## config.mk

```make
export PLATFORM = sky130hd
export DESIGN_NAME = avgcmp_top
export DESIGN_NICKNAME = d
export VERILOG_FILES = /design/src/rtl/avgcmp_pkg.sv /design/src/rtl/avgcmp_accum.sv /design/src/rtl/avgcmp_offset.sv /design/src/rtl/avgcmp_window.sv /design/src/rtl/avgcmp_top.sv
export SDC_FILE = /design/constraint.sdc
export NUM_CORES = 1
export LEC_CHECK = 0
export ABC_AREA = 1
export ABC_CLOCK_PERIOD_IN_PS = 3800
export BUFFER_PORTS_ARGS = -buffer_cell sky130_fd_sc_hd__buf_2
export CORE_ASPECT_RATIO = 1.1
export CORE_MARGIN = 4
export CORE_UTILIZATION = 35
export DETAILED_ROUTE_END_ITERATION = 12
export GPL_TIMING_DRIVEN = 0
export PLACE_DENSITY = 0.57
export SETUP_SLACK_MARGIN = 0.5
export SLEW_MARGIN = 15
export SYNTH_ARGS = -nofsm -noshare
export SYNTH_HDL_FRONTEND = slang
export SYNTH_SLANG_ARGS = --single-unit
```

## constraint.sdc

```tcl
create_clock -name clk -period 3.8 [get_ports clk]
set_clock_uncertainty 0.1 [all_clocks]
set_input_delay 0.38 -clock clk [delete_from_list [all_inputs] [get_ports clk]]
set_output_delay 0.38 -clock clk [all_outputs]
set_load 0.05 [all_outputs]
```

## src/rtl/avgcmp_pkg.sv

```systemverilog
`timescale 1ns/1ps
package avgcmp_pkg;
  localparam int MAX_SHIFT = 5;

  typedef enum logic [1:0] {
    CMP_BELOW   = 2'd0,
    CMP_ABOVE   = 2'd1,
    CMP_OUTSIDE = 2'd2,
    CMP_INSIDE  = 2'd3
  } cmp_mode_e;

  // log2 of the burst length for a given average code; 0 means single sample
  function automatic logic [2:0] avg_shift(input logic [2:0] code);
    return (code <= 3'd3) ? code + 3'd2 : 3'd0;
  endfunction
endpackage

```

## src/rtl/avgcmp_accum.sv

```systemverilog
`timescale 1ns/1ps
module avgcmp_accum
  import avgcmp_pkg::*;
#(
  parameter int RES_W = 12
) (
  input  logic             clk,
  input  logic             rst_n,
  input  logic             adv,
  input  logic             take,
  input  logic [RES_W-1:0] smp,
  input  logic [2:0]       avg_code,
  output logic             avg_valid,
  output logic [RES_W-1:0] avg_data,
  output logic             busy
);
  localparam int SUM_W = RES_W + MAX_SHIFT + 1;
  localparam int CNT_W = MAX_SHIFT;

  logic [CNT_W-1:0] cnt_q;
  logic [SUM_W-1:0] sum_q;
  logic [2:0]       shift_q;

  logic [2:0]       shift_eff;
  logic [CNT_W:0]   span;
  logic [SUM_W-1:0] sum_nxt;
  logic [SUM_W-1:0] rounded;
  logic             last;

  always_comb begin
    shift_eff = (cnt_q == '0) ? avg_shift(avg_code) : shift_q;
    span      = (CNT_W+1)'(1) << shift_eff;
    sum_nxt   = ((cnt_q == '0) ? '0 : sum_q) + SUM_W'(smp);
    last      = ({1'b0, cnt_q} == (span - (CNT_W+1)'(1)));
    rounded   = (sum_nxt + SUM_W'(span >> 1)) >> shift_eff;
  end

  always_ff @(posedge clk or negedge rst_n) begin
    if (!rst_n) begin
      cnt_q     <= '0;
      sum_q     <= '0;
      shift_q   <= '0;
      avg_valid <= 1'b0;
      avg_data  <= '0;
    end else if (adv) begin
      avg_valid <= take && last;
      if (take) begin
        sum_q <= sum_nxt;
        if (cnt_q == '0) shift_q <= shift_eff;
        if (last) begin
          cnt_q    <= '0;
          avg_data <= rounded[RES_W-1:0];
        end else begin
          cnt_q <= cnt_q + CNT_W'(1);
        end
      end
    end
  end

  assign busy = (cnt_q != '0);
endmodule

```

## src/rtl/avgcmp_offset.sv

```systemverilog
`timescale 1ns/1ps
module avgcmp_offset #(
  parameter int RES_W = 12
) (
  input  logic [RES_W-1:0] avg,
  input  logic [15:0]      offset,
  output logic [RES_W-1:0] corrected
);
  localparam int DW = ((RES_W > 16) ? RES_W : 16) + 2;
  localparam logic signed [DW-1:0] TOP = DW'((64'd1 << RES_W) - 64'd1);

  logic signed [DW-1:0] a_s, o_s, diff;

  always_comb begin
    a_s  = $signed({{(DW-RES_W){1'b0}}, avg});
    o_s  = $signed({{(DW-16){offset[15]}}, offset});
    diff = a_s - o_s;
    if (diff < 0)        corrected = '0;
    else if (diff > TOP) corrected = TOP[RES_W-1:0];
    else                 corrected = diff[RES_W-1:0];
  end
endmodule

```

## src/rtl/avgcmp_window.sv

```systemverilog
`timescale 1ns/1ps
module avgcmp_window
  import avgcmp_pkg::*;
#(
  parameter int RES_W = 12
) (
  input  logic [RES_W-1:0] x,
  input  logic [1:0]       mode,
  input  logic [15:0]      thr_a,
  input  logic [15:0]      thr_b,
  output logic             pass
);
  localparam int CW = ((RES_W > 16) ? RES_W : 16) + 1;

  logic signed [CW-1:0] xs, as, bs;
  logic a_le_b, lt_a, gt_a, lt_b, gt_b;

  always_comb begin
    xs     = $signed({{(CW-RES_W){1'b0}}, x});
    as     = $signed({{(CW-16){thr_a[15]}}, thr_a});
    bs     = $signed({{(CW-16){thr_b[15]}}, thr_b});
    a_le_b = (as <= bs);
    lt_a   = (xs < as);
    gt_a   = (xs > as);
    lt_b   = (xs < bs);
    gt_b   = (xs > bs);
    unique case (cmp_mode_e'(mode))
      CMP_BELOW:   pass = lt_a;
      CMP_ABOVE:   pass = gt_a;
      CMP_OUTSIDE: pass = a_le_b ? (lt_a || gt_b) : (lt_a && gt_b);
      CMP_INSIDE:  pass = a_le_b ? (!lt_a && !gt_b) : (!lt_a || !gt_b);
      default:     pass = 1'b0;
    endcase
  end
endmodule

```

## src/rtl/avgcmp_top.sv

```systemverilog
`timescale 1ns/1ps
module avgcmp_top #(
  parameter int RES_W = 12
) (
  input  logic             clk,
  input  logic             rst_n,
  input  logic             smp_valid,
  output logic             smp_ready,
  input  logic [RES_W-1:0] smp_data,
  input  logic [2:0]       avg_code,
  input  logic [15:0]      offset,
  input  logic             cmp_en,
  input  logic [1:0]       cmp_mode,
  input  logic [15:0]      thr_a,
  input  logic [15:0]      thr_b,
  output logic             conv_req,
  output logic             res_valid,
  input  logic             res_ready,
  output logic [RES_W-1:0] res_data
);
  logic             adv, take;
  logic             avg_valid;
  logic [RES_W-1:0] avg_data, corrected;
  logic             pass;

  assign adv       = !res_valid || res_ready;
  assign take      = smp_valid && adv;
  assign smp_ready = adv;

  avgcmp_accum #(.RES_W(RES_W)) accum_i (
    .clk(clk), .rst_n(rst_n), .adv(adv), .take(take), .smp(smp_data),
    .avg_code(avg_code), .avg_valid(avg_valid), .avg_data(avg_data),
    .busy(conv_req)
  );

  avgcmp_offset #(.RES_W(RES_W)) offset_i (
    .avg(avg_data), .offset(offset), .corrected(corrected)
  );

  avgcmp_window #(.RES_W(RES_W)) window_i (
    .x(corrected), .mode(cmp_mode), .thr_a(thr_a), .thr_b(thr_b), .pass(pass)
  );

  always_ff @(posedge clk or negedge rst_n) begin
    if (!rst_n) begin
      res_valid <= 1'b0;
      res_data  <= '0;
    end else if (adv) begin
      res_valid <= avg_valid && (!cmp_en || pass);
      if (avg_valid && (!cmp_en || pass)) res_data <= corrected;
    end
  end
endmodule

```

**Word level (Yosys, flattened, before mapping)**

Index checks and enable logic that the tools add are counted.

- Word-level logic and storage cells: 55
- RAM bits: 0
- Bits in latches: 0
- Register bits after elaboration: 52
- Input port bits: 70
- Memory bits (read-only): 0
- Output and inout bits: 15
- Memories kept: 0

- Shifts and indexed selects: 2
- Bitwise logic cells: 0
- Mux-type cells: 9
- Reductions and logical operators: 20
- Equality and inequality tests: 4
- $add $sub $neg: 6
- Divide/modulo/power cells: 0
- $lt $le $gt $ge: 7
- Multiply operators: 0

Operator list:

| operator | number |
|---|---|
| $gt 13x16->1 | 2 |
| $mux 12 | 2 |
| $add 18x12->18 | 1 |
| $add 18x5->18 | 1 |
| $mux 18 | 1 |
| $shr 18x3->12 | 1 |
| $gt 17x13->1 const B | 1 |
| $lt 17x1->1 const B | 1 |
| $sub 13x16->17 | 1 |
| $le 16x16->1 | 1 |
| $lt 13x16->1 | 1 |
| $eq 5x6->1 | 1 |
| $mux 3 | 2 |
| $reduce_and 3->1 | 2 |
| $shl 1x3->6 const A | 1 |
| $sub 6x1->6 const B | 1 |
| $add 5x1->5 const B | 1 |
| $logic_and 1x1->1 | 5 |
| $logic_not 5->1 | 1 |
| $mux 5 | 1 |
| $reduce_bool 5->1 | 1 |
| $eq 2x2->1 const B | 2 |
| $logic_not 1->1 | 4 |
| $logic_or 1x1->1 | 4 |
| other kinds (7) | 9 |

**Depth between registers and ports, before layout**

Gate-level depths: netlist of the first run.

- Depth in word-level cells: 12
- Gate-level depth with buffers: 32
- Mapped depth without buffers: 31

**Hierarchy**

From an unflattened synthesis of the first run, not the netlist that was laid out.

- Cells, all modules: 1062
- Area, all modules: 6597.6 um^2

By module, submodules not included:

| module | seq. area each (um^2) | instances | area each (um^2) | cells each |
|---|---|---|---|---|
| avgcmp_accum | 975.9 | 1 | 3787.4 | 607 |
| avgcmp_window | 0.0 | 1 | 1137.3 | 186 |
| avgcmp_offset | 0.0 | 1 | 1104.8 | 209 |
| avgcmp_top | 325.3 | 1 | 568.0 | 60 |

**Worst setup path before layout of the first run**

OpenSTA, ideal clock, no wires.

- Kind: input -> register
- From: in offset[0]
- To: reg res_valid
- Library setup time: 0.153 ns
- Path buffers: 2
- Arrival time: 4.011 ns
- Stages: 29
- Data required time: 3.547 ns
- Slack: -0.464 ns
- Cell sequence: ha_1 -> fa_1 -> o21ai_0 -> nand3_1 -> nand3_1 -> nand2_1 -> nor2_1 -> xor2_1 -> nor2_1 -> buf_2 -> nand3_1 -> nand2_1 -> inv_1 -> ha_1 -> a21oi_1 -> o21ai_0 -> nand2_1 -> o211ai_1 -> nand2_1 -> nand2_1 -> nor2_1 -> nor2_1 -> nor2_1 -> nand2_1 -> nand2_1 -> nand3b_1 -> nand3_1 -> clkbuf_1 -> nand2_1

- Cells in the longest elaborated chain, start to end: 11
- Elaborated cells on any way between the ends: 19
- Classes of those cells: 1 x add/sub; 5 x order compare; 5 x mux; 8 x reduce/logical

RTL lines:

| element | line | source |
|---|---|---|
| from (decl) | avgcmp_top.sv:11 | `input logic [15:0] offset,` |
| $sub 13x16->17 (*) | avgcmp_offset.sv:17 | `diff = a_s - o_s;` |
| $gt 17x13->1 | avgcmp_offset.sv:19 | `else if (diff > TOP) corrected = TOP[RES_W-1:0];` |
| $mux 12 | avgcmp_offset.sv:19 |  |
| $mux 12 (*) | avgcmp_offset.sv:18 | `if (diff < 0) corrected = '0;` |
| net corrected[3] | avgcmp_top.sv:23 | `logic [RES_W-1:0] avg_data, corrected;` |
| $lt 13x16->1 or $gt 13x16->1 (tied branches) | avgcmp_window.sv:23, avgcmp_window.sv:26 |  |
| $logic_not 1->1 | avgcmp_window.sv:31 | `CMP_INSIDE: pass = a_le_b ? (!lt_a && !gt_b) : (!lt_a \|\| !gt_b);` |
| $logic_or 1x1->1 or $logic_and 1x1->1 (tied branches) | avgcmp_window.sv:31 |  |
| $mux 1 | avgcmp_window.sv:31 |  |
| $pmux 1 s4 (*) | avgcmp_window.sv:27 | `unique case (cmp_mode_e'(mode))` |
| $logic_or 1x1->1 (*) | avgcmp_top.sv:49 | `res_valid <= avg_valid && (!cmp_en \|\| pass);` |
| $logic_and 1x1->1 (*) | avgcmp_top.sv:49 |  |
| to (signal assigned) | avgcmp_top.sv:49 |  |
| to (decl) | avgcmp_top.sv:17 | `output logic res_valid,` |

Mark *: on every way through the listed nets, which the timed path passes. The rest lies on a longest branch.
A chain may end at the register's enable or synchronous reset.

**Worst setup path after layout of the first run**

- From: reg accum_i.avg_data[0]
- To: reg res_data[2]

- Cells in the longest elaborated chain, start to end: 12
- Elaborated cells on any way between the ends: 20
- Classes of those cells: 1 x add/sub; 5 x order compare; 5 x mux; 9 x reduce/logical

RTL lines:

| element | line | source |
|---|---|---|
| from (decl) | avgcmp_accum.sv:14 | `output logic [RES_W-1:0] avg_data,` |
| from (signal assigned) | avgcmp_accum.sv:52 | `avg_data <= rounded[RES_W-1:0];` |
| $sub 13x16->17 (*) | avgcmp_offset.sv:17 |  |
| $gt 17x13->1 | avgcmp_offset.sv:19 |  |
| $mux 12 | avgcmp_offset.sv:19 |  |
| $mux 12 (*) | avgcmp_offset.sv:18 |  |
| net corrected[1] | avgcmp_top.sv:23 |  |
| $lt 13x16->1 or $gt 13x16->1 (tied branches) | avgcmp_window.sv:23, avgcmp_window.sv:26 |  |
| $logic_not 1->1 | avgcmp_window.sv:31 |  |
| $logic_or 1x1->1 or $logic_and 1x1->1 (tied branches) | avgcmp_window.sv:31 |  |
| $mux 1 | avgcmp_window.sv:31 |  |
| $pmux 1 s4 (*) | avgcmp_window.sv:27 |  |
| $logic_or 1x1->1 (*) | avgcmp_top.sv:50 | `if (avg_valid && (!cmp_en \|\| pass)) res_data <= corrected;` |
| $logic_and 1x1->1 (*) | avgcmp_top.sv:50 |  |
| $reduce_and 2->1 (no line) (*) | -- |  |
| to (signal assigned) | avgcmp_top.sv:50 |  |
| to (decl) | avgcmp_top.sv:19 | `output logic [RES_W-1:0] res_data` |

Marks and branches as above.

==> results of run 1 <==
-- timing repair --
action                                  in CTS  in global routing
setup buffers                               37                 20
endpoints found under the setup margin      31                 32
hold buffers                                 0                  0
gates cloned                                 4                  0
gates resized for setup                    108                123
pin swaps                                   63                 51
-- power by group through the flow --
stage | Clock (mW) | Combinational (mW) | Sequential, mW
5_1_grt | 0.512 | 5.99 | 1.04
3_3_place_gp | 0 | 3.96 | 0.989
2_1_floorplan | 0 | 2.87 | 1.17
3_5_place_dp | 0 | 3.97 | 0.993
6_report | 0.478 | 5.42 | 1.01
4_1_cts | 0.486 | 4.62 | 0.995
-- worst max-delay path: cells and delay by family, from the launching register on --
kind            cells  cell delay, ps
simple gates       18            1720
fa+ha+maj           3             740
compound gates      4             450
buf+inv             4             440
flops               1             340
xor+xnor            1              90
-- synthesized netlist by cell type, drive strengths merged --
master / count / area [µm²]
nand2: 321 / 1232
inv: 164 / 615.6
nand3: 111 / 565.5
nor2: 78 / 329.1
ha: 73 / 913.4
o21ai: 57 / 311.5
dfrtp: 52 / 1301
a21oi: 48 / 240.2
nand4: 24 / 150.1
xor2: 20 / 175.2
clkbuf: 12 / 45.04
xnor2: 10 / 87.58
buf: 9 / 58.80
nor3: 7 / 35.03
o21a: 6 / 45.04
or2: 5 / 31.28
o21bai: 4 / 30.03
a31oi: 3 / 18.77
fa: 3 / 60.06
nand3b: 3 / 22.52
o211ai: 3 / 22.52
clkinv: 2 / 12.51
o31ai: 2 / 15.01
a31o: 1 / 8.760
nor3b: 1 / 7.510
nor4: 1 / 6.260
o22ai: 1 / 6.260
o311ai: 1 / 8.760
-- flip-flops by register name (all words and copies together) (netlist names) --
| signal | flops |
|---|---|
| accum_i.avg_valid | 1 |
| res_valid | 1 |
| res_data | 12 |
| accum_i.sum_q | 18 |
| accum_i.avg_data | 12 |
| accum_i.cnt_q | 5 |
| accum_i.shift_q | 3 |
-- cells by family after synthesis --
| family | share of synthesized area (%) |
|---|---|
| compound gates | 11.12 |
| xor+xnor | 4.134 |
| fa+ha+maj | 15.32 |
| buf+inv | 11.52 |
| flops | 20.47 |
| simple gates | 37.44 |
-- layout by cell type (no fill, tap or decap), drive strengths merged --
master and count:
clkinvlp 2, nor4 1, o311ai 1, nand2 321, a31oi 3, or2 5
o22ai 1, nand3 111, xnor2 10, clkinv 2, buf 154, fa 3
o31ai 2, nor2 79, a21oi 48, nand3b 3, nand4 24, nor3 7
ha 73, o211ai 3, nor3b 1, o21a 6, o21ai 57, dfrtp 52
inv 165, clkbuf 16, a31o 1, xor2 20, o21bai 4
-- path summary, 6_finish.rpt --
check | startpoint | slack [ps] | cells past startpoint | end
max reg2reg | accum_i.avg_data[0]$_DFFE_PN0P_ | -200 | 30 | res_data[2]$_DFFE_PN0P_
min in group clk | res_ready | 250 | 4 | accum_i.avg_valid$_DFFE_PN0N_
min reg2reg | res_data[6]$_DFFE_PN0P_ | 380 | 2 | res_data[6]$_DFFE_PN0P_
min | rst_n | 20 | 1 | accum_i.sum_q[8]$_DFFE_PN0P_
max in group asynchronous | rst_n | 3110 | 1 | accum_i.avg_data[6]$_DFFE_PN0P_
max | accum_i.avg_data[0]$_DFFE_PN0P_ | -200 | 30 | res_data[2]$_DFFE_PN0P_
-- layout make-up --
cell class,instances,area [µm²]
buffer,21,203.9
clock buffer,5,125.1
clock inverter,3,25.02
fill,1773,8899
inverter,166,649.4
multi-input combinational,784,5385
sequential,52,1301
tap,238,297.8
timing repair buffer,144,917.1
-- through the flow --
step	utilization, %	TNS (ps)
2_1_floorplan	-	-194.6
4_1_cts	45.73	-4826
5_1_grt	50.02	-9154
6_report	50.02	-3612
3_5_place_dp	40.66	-15280
3_3_place_gp	40.65	-15650
-- metal layers --
layer	GRT usage, %	share of wire, %	up-vias
li1	-	-	3603
met1	23.53	43	3164
met2	34.54	52	134
met3	1.215	2.9	33
met4	4.990	2.1	0
met5	0	0	-
==> summary.md, run 1 <==
| Metric | Value |
|---|---|
| #FFs+latches synth | `52` |
| Max-slew headroom | `53.70%` |
| DR pass1 iterations | `4` |
| Rows | `51` |
| Maximum VDD drop | `0.4298 mV` |
| Req. time, crit path | `3890 ps` |
| Avg WL per Cell | `14.03 µm` |
| Sw frac | `53.84%` |
| Yosys cell types | `43` |
| Final Worst Setup Slack | `-204.9 ps` |
| DIE WIDTH | `~140 µm` |
| Max Cap Violations | `0` |
| Post-route ant nets | `0` |
| GR Overflow Total | `0` |
| Non-Filler Instances | `between 1,000 and 1,500` |
| Post-synthesis sequential area ratio | `20.47%` |
| Worst path max stage delay | `about 370 ps` |
| Layout cells sized above 1 | `between 30% and 40%` |
| Largest net degree at the start of global routing | `53` |
| Worst hold slack | `15.56 ps` |
| Clock Latency Late Sink | `approximately 300 ps` |
| Maximum fanout along the worst path | `5` |
| Placer Congestion | `roughly 0.88` |
| Initial antenna violation count | `0` |
| Slew Limit Fails | `0` |
| H-tree depth | `2` |
| Initial DRC Count | `between 300 and 400` |
| Final Power | `6.902 mW` |
| PortBufs | `84` |
| Total Wirelength | `roughly 20,000 µm` |
| ANT cells | `0` |
| Via count | `6,934` |
| Failing checks | `setup timing` |
| CTS Buf Count | `5` |
| Nets | `between 1,000 and 1,500` |
| Placed cell areas | `7239 µm²` |
| Dpl cells | `1,344` |
| Final hold vios | `0` |
| Tot GR Track Use | `18.77%` |
| Starting density of the core | `35.70%` |
| Die H | `between 100 and 150 µm` |
| CP Data Arrival Time | `4090 ps` |
| Post-Synthesis Cell Area | `6356 µm²` |
| Final setup vio count | `23` |
| CTS tree | `yes` |
| RSZ-0062 raised after global routing | `true` |
| Worst-Margin Slew | `694.4 ps` |
| Vias in the first global route | `6,488` |
| HP Class | `primary input to asynchronous set/reset pin` |
| Sequential power share | `approximately 15%` |
| Period utilisation layout | `105.4%` |
| Min Tclk post-route | `4005 ps` |
| Clock Power Share | `under 10%` |
| FMAX | `around 250 MHz` |
| Startpoint class of the critical path | `register` |
| Power Dens Cells | `775.0 nW/µm²` |
| CTS Sinks | `52` |
| Die area | `20,380 µm²` |
| Crit path top cell by count | `nand2_2` |
| Syn-to-layout area delta | `40.10%` |
| Design area | `8905 µm²` |
| Synth Net Count | `1,168` |
| DRC viols | `0` |
| Internal Pwr Total | `3.186 mW` |
| Clock transition at path regs | `80 ps` |
| First-pass GRT wire length | `31,210 µm` |
| Vias per inst | `4.907` |
| Crit-path slowest cell | `fa_2` |
| NetSw | `roughly 3.7 mW` |
| HPWL after DPL | `between 15,000 and 20,000 µm` |
| Top Ports | `85` |
| DP Worst Slack | `-779.5 ps` |
| Root buffer cell | `clkbuf_16` |
| Post-Syn Instances | `1,022` |
| Leakage Power | `4.479 nW` |
| Power share of the combinational group | `about four fifths` |
| CP Class | `register to register` |
| Worst setup EP type | `register` |
| Status | `finished with violations` |
| Core area | `17,800 µm²` |
| Syn Area/Cell | `6.219 µm²` |
| Clock Path Buffers | `2` |
| Yosys warns | `0` |
No activity file was read; power rests on OpenSTA's default activity.
==> run 2: changes to the inputs <==
- ABC_CLOCK_PERIOD_IN_PS: 3800 -> 3910
- PLACE_DENSITY: 0.57 -> 0.55
- clock period: 3.8 -> 3.91 ns (I/O delays scaled with it)
==> run 2 against run 1 <==
The run still ends with setup timing left. Critical endpoint is now res_data[11]$_DFFE_PN0P_. Register-to-register slack better by 40 ps. Largest cell class unchanged. Total power down 2.1%. Sequential power about the same. Worst hold slack better by 19 ps. Highest routed layer unchanged. First-iteration DRC count down 4.8%.
==> summary.md, run 2 (synthesis gave the netlist of run 1 again) <==
| Metric | Value |
|---|---|
| Avg WL per Cell | `14.05 µm (was 14.03 µm)` |
| CP Class | `register to register (unchanged)` |
| Largest net degree at the start of global routing | `53 (unchanged)` |
| Final Power | `6.756 mW (was 6.902 mW)` |
| Design area | `8952 µm² (was 8905 µm²)` |
| Root buffer cell | `clkbuf_16 (unchanged)` |
| Total Wirelength | `20,080 µm (was 19,820 µm)` |
| Maximum VDD drop | `0.3833 mV (was 0.4298 mV)` |
| CP Depth | `30 (unchanged)` |
| Vias in the first global route | `6,842 (was 6,488)` |
| Nets | `1,336 (was 1,320)` |
| Placer Congestion | `0.8894 (was 0.8826)` |
| RSZ-0062 raised after global routing | `true (unchanged)` |
| Reg2Reg Setup Slack | `-160 ps (was -200 ps)` |
| Tot GR Track Use | `19.03% (was 18.77%)` |
| CTS Sinks | `52 (unchanged)` |
| CP top delay family | `simple AND/OR/NAND/NOR gates (unchanged)` |
| CTS tree | `yes (unchanged)` |
| Crit-path slowest cell | `fa_2 (unchanged)` |
| Bufs and invs on worst path | `4 (unchanged)` |
| Commonest non-fill, non-tap cell in the layout | `nand2_1 (unchanged)` |
| CTS Buf Count | `5 (unchanged)` |
| Period utilisation layout | `104.1% (was 105.4%)` |
| Worst-Margin Slew | `700.2 ps (was 694.4 ps)` |
| Max-slew headroom | `53.32% (was 53.70%)` |
| Maximum fanout along the worst path | `5 (unchanged)` |
| DR pass1 iterations | `5 (was 4)` |
| Worst path max stage delay | `350 ps (was 370 ps)` |
| End of the critical path | `res_data[11]$_DFFE_PN0P_ (was res_data[2]$_DFFE_PN0P_)` |
| Clock Latency Late Sink | `300 ps (about the same)` |
| Min Tclk post-route | `4071 ps (was 4005 ps)` |
| HP Class | `primary input to asynchronous set/reset pin (unchanged)` |
| Via count | `6,995 (was 6,934)` |
| Final setup vio count | `25 (was 23)` |
| First-pass GRT wire length | `31,670 µm (was 31,210 µm)` |
| Worst setup EP type | `register (unchanged)` |
| Clock Path Buffers | `2 (unchanged)` |
| Failing checks | `setup timing (unchanged)` |
| Top Ports | `85 (unchanged)` |
| Req. time, crit path | `4000 ps (was 3890 ps)` |
| Fin util | `50.28% (was 50.02%)` |
| Slew Limit Fails | `0 (unchanged)` |
| Reg2reg start | `accum_i.avg_data[0]$_DFFE_PN0P_ (unchanged)` |
| Max Cap Violations | `0 (unchanged)` |
| Leakage Power | `4.570 nW (was 4.479 nW)` |
| Initial antenna violation count | `0 (unchanged)` |
| Status | `finished with violations (unchanged)` |
| Crit path top cell by count | `nand2_2 (unchanged)` |
| Initial DRC Count | `298 (was 313)` |
| Biggest regs | `accum_i.sum_q x18, accum_i.avg_data x12, res_data x12 (unchanged)` |
| Placed cell areas | `7239 µm² (unchanged)` |
| H-tree depth | `2 (unchanged)` |
| Worst setup startpoint | `accum_i.avg_data[0]$_DFFE_PN0P_ (unchanged)` |
| Power Dens Cells | `754.7 nW/µm² (was 775.0 nW/µm²)` |
| Starting density of the core | `35.70% (unchanged)` |
| Largest register FFs | `18 (unchanged)` |
| Biggest register | `accum_i.sum_q (unchanged)` |
| Final Worst Setup Slack | `-160.5 ps (was -204.9 ps)` |
| DP Worst Slack | `-679.7 ps (was -779.5 ps)` |
| Startpoint class of the critical path | `register (unchanged)` |
| GR Overflow Total | `0 (unchanged)` |
| DRC viols | `0 (unchanged)` |
| Vias per inst | `4.895 (was 4.907)` |
| FMAX | `245.7 MHz (was 249.7 MHz)` |
| Syn-to-layout area delta | `40.85% (was 40.10%)` |
| Post-route ant nets | `0 (unchanged)` |
| Layout cells sized above 1 | `32.75% (was 32.68%)` |
| Worst hold slack | `34.67 ps (was 15.56 ps)` |
| HPWL after DPL | `15,450 µm (was 15,190 µm)` |
| Fill count | `1,769 (was 1,773)` |
| Core area | `17,800 µm² (unchanged)` |
| CP Data Arrival Time | `4160 ps (was 4090 ps)` |
| Commonest non-fill, non-tap cells in the layout | `nand2_1 (275), inv_1 (138), buf_2 (84) (was nand2_1 (274), inv_1 (137), buf_2 (84))` |
| Cell count of the worst reg-to-reg path | `30 (unchanged)` |
| R2r endpoint | `res_data[11]$_DFFE_PN0P_ (was res_data[2]$_DFFE_PN0P_)` |
| DIE WIDTH | `136.5 µm (unchanged)` |
| Die H | `149.3 µm (unchanged)` |
| Final hold vios | `0 (unchanged)` |
| ANT cells | `0 (unchanged)` |
| Clock transition at path regs | `80 ps (about the same)` |
| Die area | `20,380 µm² (unchanged)` |
| PortBufs | `84 (unchanged)` |
| Rows | `51 (unchanged)` |
run 2: changes by cell type in the layout (fill, tap and decap cells not counted), sizes merged:
cell,previous run,this run
buf,154,170
clkinv,2,3
inv,165,164
run 2: per-stage QoR:
step | cells | setup TNS, ps
finish | 1429 | -2532
global route | 1429 | -7937
CTS | 1401 | -1854
detailed placement | 1344 | -13170
global placement | 1344 | -13410
floorplan | 1022 | 0
run 2: cell type report:
type / count / area [µm²] / area share [%]
buffer: 21 / 197.7 / 2.208
clock buffer: 5 / 125.1 / 1.398
clock inverter: 3 / 25.02 / 0.2795
inverter: 166 / 659.4 / 7.365
multi-input combinational: 784 / 5288 / 59.06
sequential: 52 / 1301 / 14.54
tap: 238 / 297.8 / 3.326
timing repair buffer: 160 / 1059 / 11.82
run 2: worst min path at each step:
| stage | startpoint | cells after the start | end |
|---|---|---|---|
| after CTS | rst_n | 1 | accum_i.sum_q[4]$_DFFE_PN0P_ |
| final | rst_n | 1 | accum_i.sum_q[12]$_DFFE_PN0P_ |
| after detailed placement | res_data[9]$_DFFE_PN0P_ | 2 | res_data[9]$_DFFE_PN0P_ |
| after global routing | rst_n | 1 | accum_i.sum_q[10]$_DFFE_PN0P_ |
| after floorplan | rst_n | 0 | accum_i.avg_data[0]$_DFFE_PN0P_ |
| after global placement | res_data[9]$_DFFE_PN0P_ | 2 | res_data[9]$_DFFE_PN0P_ |
run 2: what timing repair did:
action,CTS,global route
hold endpoints to repair,0,0
setup buffers,45,28
pin swaps,55,67
cloned,4,0
resized for setup,114,113
setup endpoints to repair,31,31
hold buffers,0,0
run 2: power breakdown:
group / internal [mW] / switching (mW)
Clock: 0.243 / 0.227
Sequential: 0.781 / 0.198
Combinational: 2.12 / 3.19
Total: 3.14 / 3.61
run 2: layer usage:
| metal | track usage, % | vias up | share of wire (%) |
|---|---|---|---|
| li1 | - | 3649 | - |
| met1 | 22.06 | 3193 | 42 |
| met2 | 36.98 | 126 | 53 |
| met3 | 1.518 | 27 | 2.8 |
| met4 | 4.990 | 0 | 2.3 |
| met5 | 0 | - | 0 |
==> run 3: changes to the inputs <==
==> constraint.sdc (replaced) <==
create_clock -name clk -period 3.91 [get_ports clk]
set_clock_uncertainty 0.1 [all_clocks]
set_input_delay 0.782 -clock clk [delete_from_list [all_inputs] [get_ports clk]]
set_output_delay 0.782 -clock clk [all_outputs]
set_load 0.05 [all_outputs]
==> run 3 against run 2 <==
The flow still finishes with violations (setup timing). Combinational power down 2%. Global-route usage down 0.17 points. Final cell count fell by 0.49%. Design area fell by 1.6%. Clock power is 2% lower. Non-clock buffer count decreased by 8. Via count decreased by 0.64%. Worst setup slack got worse by 230 ps. Worst hold slack gained 350 ps. Sequential cell count did not move. Sequential share of layout area is 0.24 points higher.
==> summary.md, run 3 (synthesis gave the netlist of run 1 again) <==
| Metric | Value |
|---|---|
| Crit-path slowest cell | `fa_2 (unchanged)` |
| Nets | `1,329 (was 1,336)` |
| Worst-Margin Slew | `714.6 ps (was 700.2 ps)` |
| Clock Latency Late Sink | `300 ps (about the same)` |
| Commonest non-fill, non-tap cells in the layout | `nand2_1 (273), inv_1 (140), buf_2 (82) (was nand2_1 (275), inv_1 (138), buf_2 (84))` |
| Slew Limit Fails | `0 (unchanged)` |
| Final Worst Setup Slack | `-389.5 ps (was -160.5 ps)` |
| Maximum VDD drop | `0.4099 mV (was 0.3833 mV)` |
| Crit path top cell by count | `nand2_2 (unchanged)` |
| Placer Congestion | `0.9025 (was 0.8894)` |
| Biggest register | `accum_i.sum_q (unchanged)` |
| FMAX | `232.6 MHz (was 245.7 MHz)` |
| Commonest non-fill, non-tap cell in the layout | `nand2_1 (unchanged)` |
| Max Cap Violations | `0 (unchanged)` |
| Bufs and invs on worst path | `4 (unchanged)` |
| Failing checks | `setup timing (unchanged)` |
| Vias in the first global route | `6,656 (was 6,842)` |
| Final Power | `6.616 mW (was 6.756 mW)` |
| Worst setup EP type | `register (unchanged)` |
| CP Data Arrival Time | `4380 ps (was 4160 ps)` |
| DIE WIDTH | `136.5 µm (unchanged)` |
| Clock transition at path regs | `70 ps (was 80 ps)` |
| Status | `finished with violations (unchanged)` |
| Root buffer cell | `clkbuf_16 (unchanged)` |
| Total Wirelength | `19,990 µm (was 20,080 µm)` |
| Largest net degree at the start of global routing | `53 (unchanged)` |
| Min Tclk post-route | `4299 ps (was 4071 ps)` |
| H-tree depth | `2 (unchanged)` |
| Hold depth | `2` |
| Worst setup startpoint | `offset[0] (was accum_i.avg_data[0]$_DFFE_PN0P_)` |
| CP Class | `primary input to register (was register to register)` |
| CTS Sinks | `52 (unchanged)` |
| Top Ports | `85 (unchanged)` |
| Worst path max stage delay | `370 ps (was 350 ps)` |
| HP Class | `register to register (was primary input to asynchronous set/reset pin)` |
| Final setup vio count | `23 (was 25)` |
| Final hold vios | `0 (unchanged)` |
| Cell count of the worst reg-to-reg path | `30 (unchanged)` |
| Maximum fanout along the worst path | `5 (unchanged)` |
| Period utilisation layout | `110.0% (was 104.1%)` |
| CTS Buf Count | `5 (unchanged)` |
| GR Overflow Total | `0 (unchanged)` |
| Via count | `6,950 (was 6,995)` |
| Max-slew headroom | `52.36% (was 53.32%)` |
| ANT cells | `0 (unchanged)` |
| Initial DRC Count | `199 (was 298)` |
| TNS Setup | `-5320 ps (was -2532 ps)` |
| Syn-to-layout area delta | `38.60% (was 40.85%)` |
| Starting density of the core | `35.70% (unchanged)` |
| DRC viols | `0 (unchanged)` |
| Rows | `51 (unchanged)` |
| Leakage Power | `4.554 nW (was 4.570 nW)` |
| Req. time, crit path | `4000 ps (about the same)` |
| CP Depth | `30 (unchanged)` |
| Avg WL per Cell | `14.06 µm (was 14.05 µm)` |
| DR pass1 iterations | `5 (unchanged)` |
| CP top delay family | `simple AND/OR/NAND/NOR gates (unchanged)` |
| First-pass GRT wire length | `31,370 µm (was 31,670 µm)` |
| R2r endpoint | `res_data[7]$_DFFE_PN0P_ (was res_data[11]$_DFFE_PN0P_)` |
| Post-route ant nets | `0 (unchanged)` |
| Vias per inst | `4.887 (was 4.895)` |
| Core area | `17,800 µm² (unchanged)` |
| Initial antenna violation count | `0 (unchanged)` |
| Layout cells sized above 1 | `32.35% (was 32.75%)` |
| Clock Path Buffers | `2 (unchanged)` |
| Power Dens Cells | `751.0 nW/µm² (was 754.7 nW/µm²)` |
| Largest register FFs | `18 (unchanged)` |
| End of the critical path | `res_data[7]$_DFFE_PN0P_ (was res_data[11]$_DFFE_PN0P_)` |
| Die H | `149.3 µm (unchanged)` |
| Reg2reg start | `accum_i.avg_data[0]$_DFFE_PN0P_ (unchanged)` |
| Reg2Reg Setup Slack | `-210 ps (was -160 ps)` |
| Biggest regs | `accum_i.sum_q x18, accum_i.avg_data x12, res_data x12 (unchanged)` |
| HPWL after DPL | `15,380 µm (was 15,450 µm)` |
| # hold bufs at CTS | `0 (unchanged)` |
| CTS tree | `yes (unchanged)` |
| Tot GR Track Use | `18.87% (was 19.03%)` |
| Die area | `20,380 µm² (unchanged)` |
| RSZ-0062 raised after global routing | `true (unchanged)` |
| PortBufs | `84 (unchanged)` |
| Startpoint class of the critical path | `primary input (was register)` |
## run 3: changes by cell type in the layout (fill, tap and decap cells not counted), sizes merged
cell      delta
buf         -10
clkbuf       +2
clkinvlp     -2
clkinv       +2
inv          +1
## run 3: tightest hold or removal path: cells and delay by family (launching register included)
kind,cells,cell delay (ps)
flip-flops,1,360
AND/OR/NAND/NOR,2,100
## run 3: through the flow
| step | area [µm²] | util, % | hold slack, ps | setup WS [ps] | instances |
|---|---|---|---|---|---|
| 6_report | 8810 | 49.48 | 386.9 | -389.5 | 1422 |
| 5_1_grt | 8810 | 49.48 | 419.9 | -600.1 | 1422 |
| 4_1_cts | 8193 | 46.02 | 386.2 | -364.2 | 1400 |
| 3_5_place_dp | 7237 | 40.65 | 356.0 | -1047 | 1344 |
| 3_3_place_gp | 7234 | 40.64 | 354.2 | -1044 | 1344 |
| 2_1_floorplan | 6516 | - | 352.8 | -294.1 | 1022 |
## run 3: worst min-delay path by stage
stage	from	end	slack, ps
detailed placement	res_data[8]$_DFFE_PN0P_	res_data[8]$_DFFE_PN0P_	360
global route	accum_i.sum_q[16]$_DFFE_PN0P_	accum_i.sum_q[16]$_DFFE_PN0P_	420
floorplan	accum_i.avg_data[10]$_DFFE_PN0P_	accum_i.avg_data[10]$_DFFE_PN0P_	350
finish	res_data[8]$_DFFE_PN0P_	res_data[8]$_DFFE_PN0P_	390
global placement	res_data[8]$_DFFE_PN0P_	res_data[8]$_DFFE_PN0P_	350
CTS	res_data[8]$_DFFE_PN0P_	res_data[8]$_DFFE_PN0P_	390
## run 3: layout make-up
type / instances / area (µm²)
well taps: 238 / 297.8
inverters: 166 / 655.6
plain buffers: 21 / 192.7
clock inverters: 3 / 22.52
repair inverters: 1 / 11.26
clock buffers: 5 / 125.1
flip-flops and latches: 52 / 1301
repair buffers: 152 / 1011
fillers: 1836 / 8994
multi-input cells: 784 / 5192
## run 3: report_power, final
part / internal, mW / switching [mW] / total [mW]
Sequential: 0.781 / 0.183 / 0.964
Clock: 0.241 / 0.218 / 0.459
Combinational: 2.05 / 3.14 / 5.19
## run 3: what timing repair did
item / 4_1_cts / 5_1_grt
pin swaps: 69 / 57
gates resized for setup: 118 / 105
hold endpoints to repair: 0 / 0
cloned: 4 / 1
setup endpoints to repair: 29 / 32
setup buffers: 44 / 21
## run 3: per-layer routing
layer | global-route usage, % | wire (µm)
met1 | 22.76 | 8538
met2 | 35.65 | 10350
met3 | 1.350 | 515
met4 | 5.091 | 584
met5 | 0 | 0
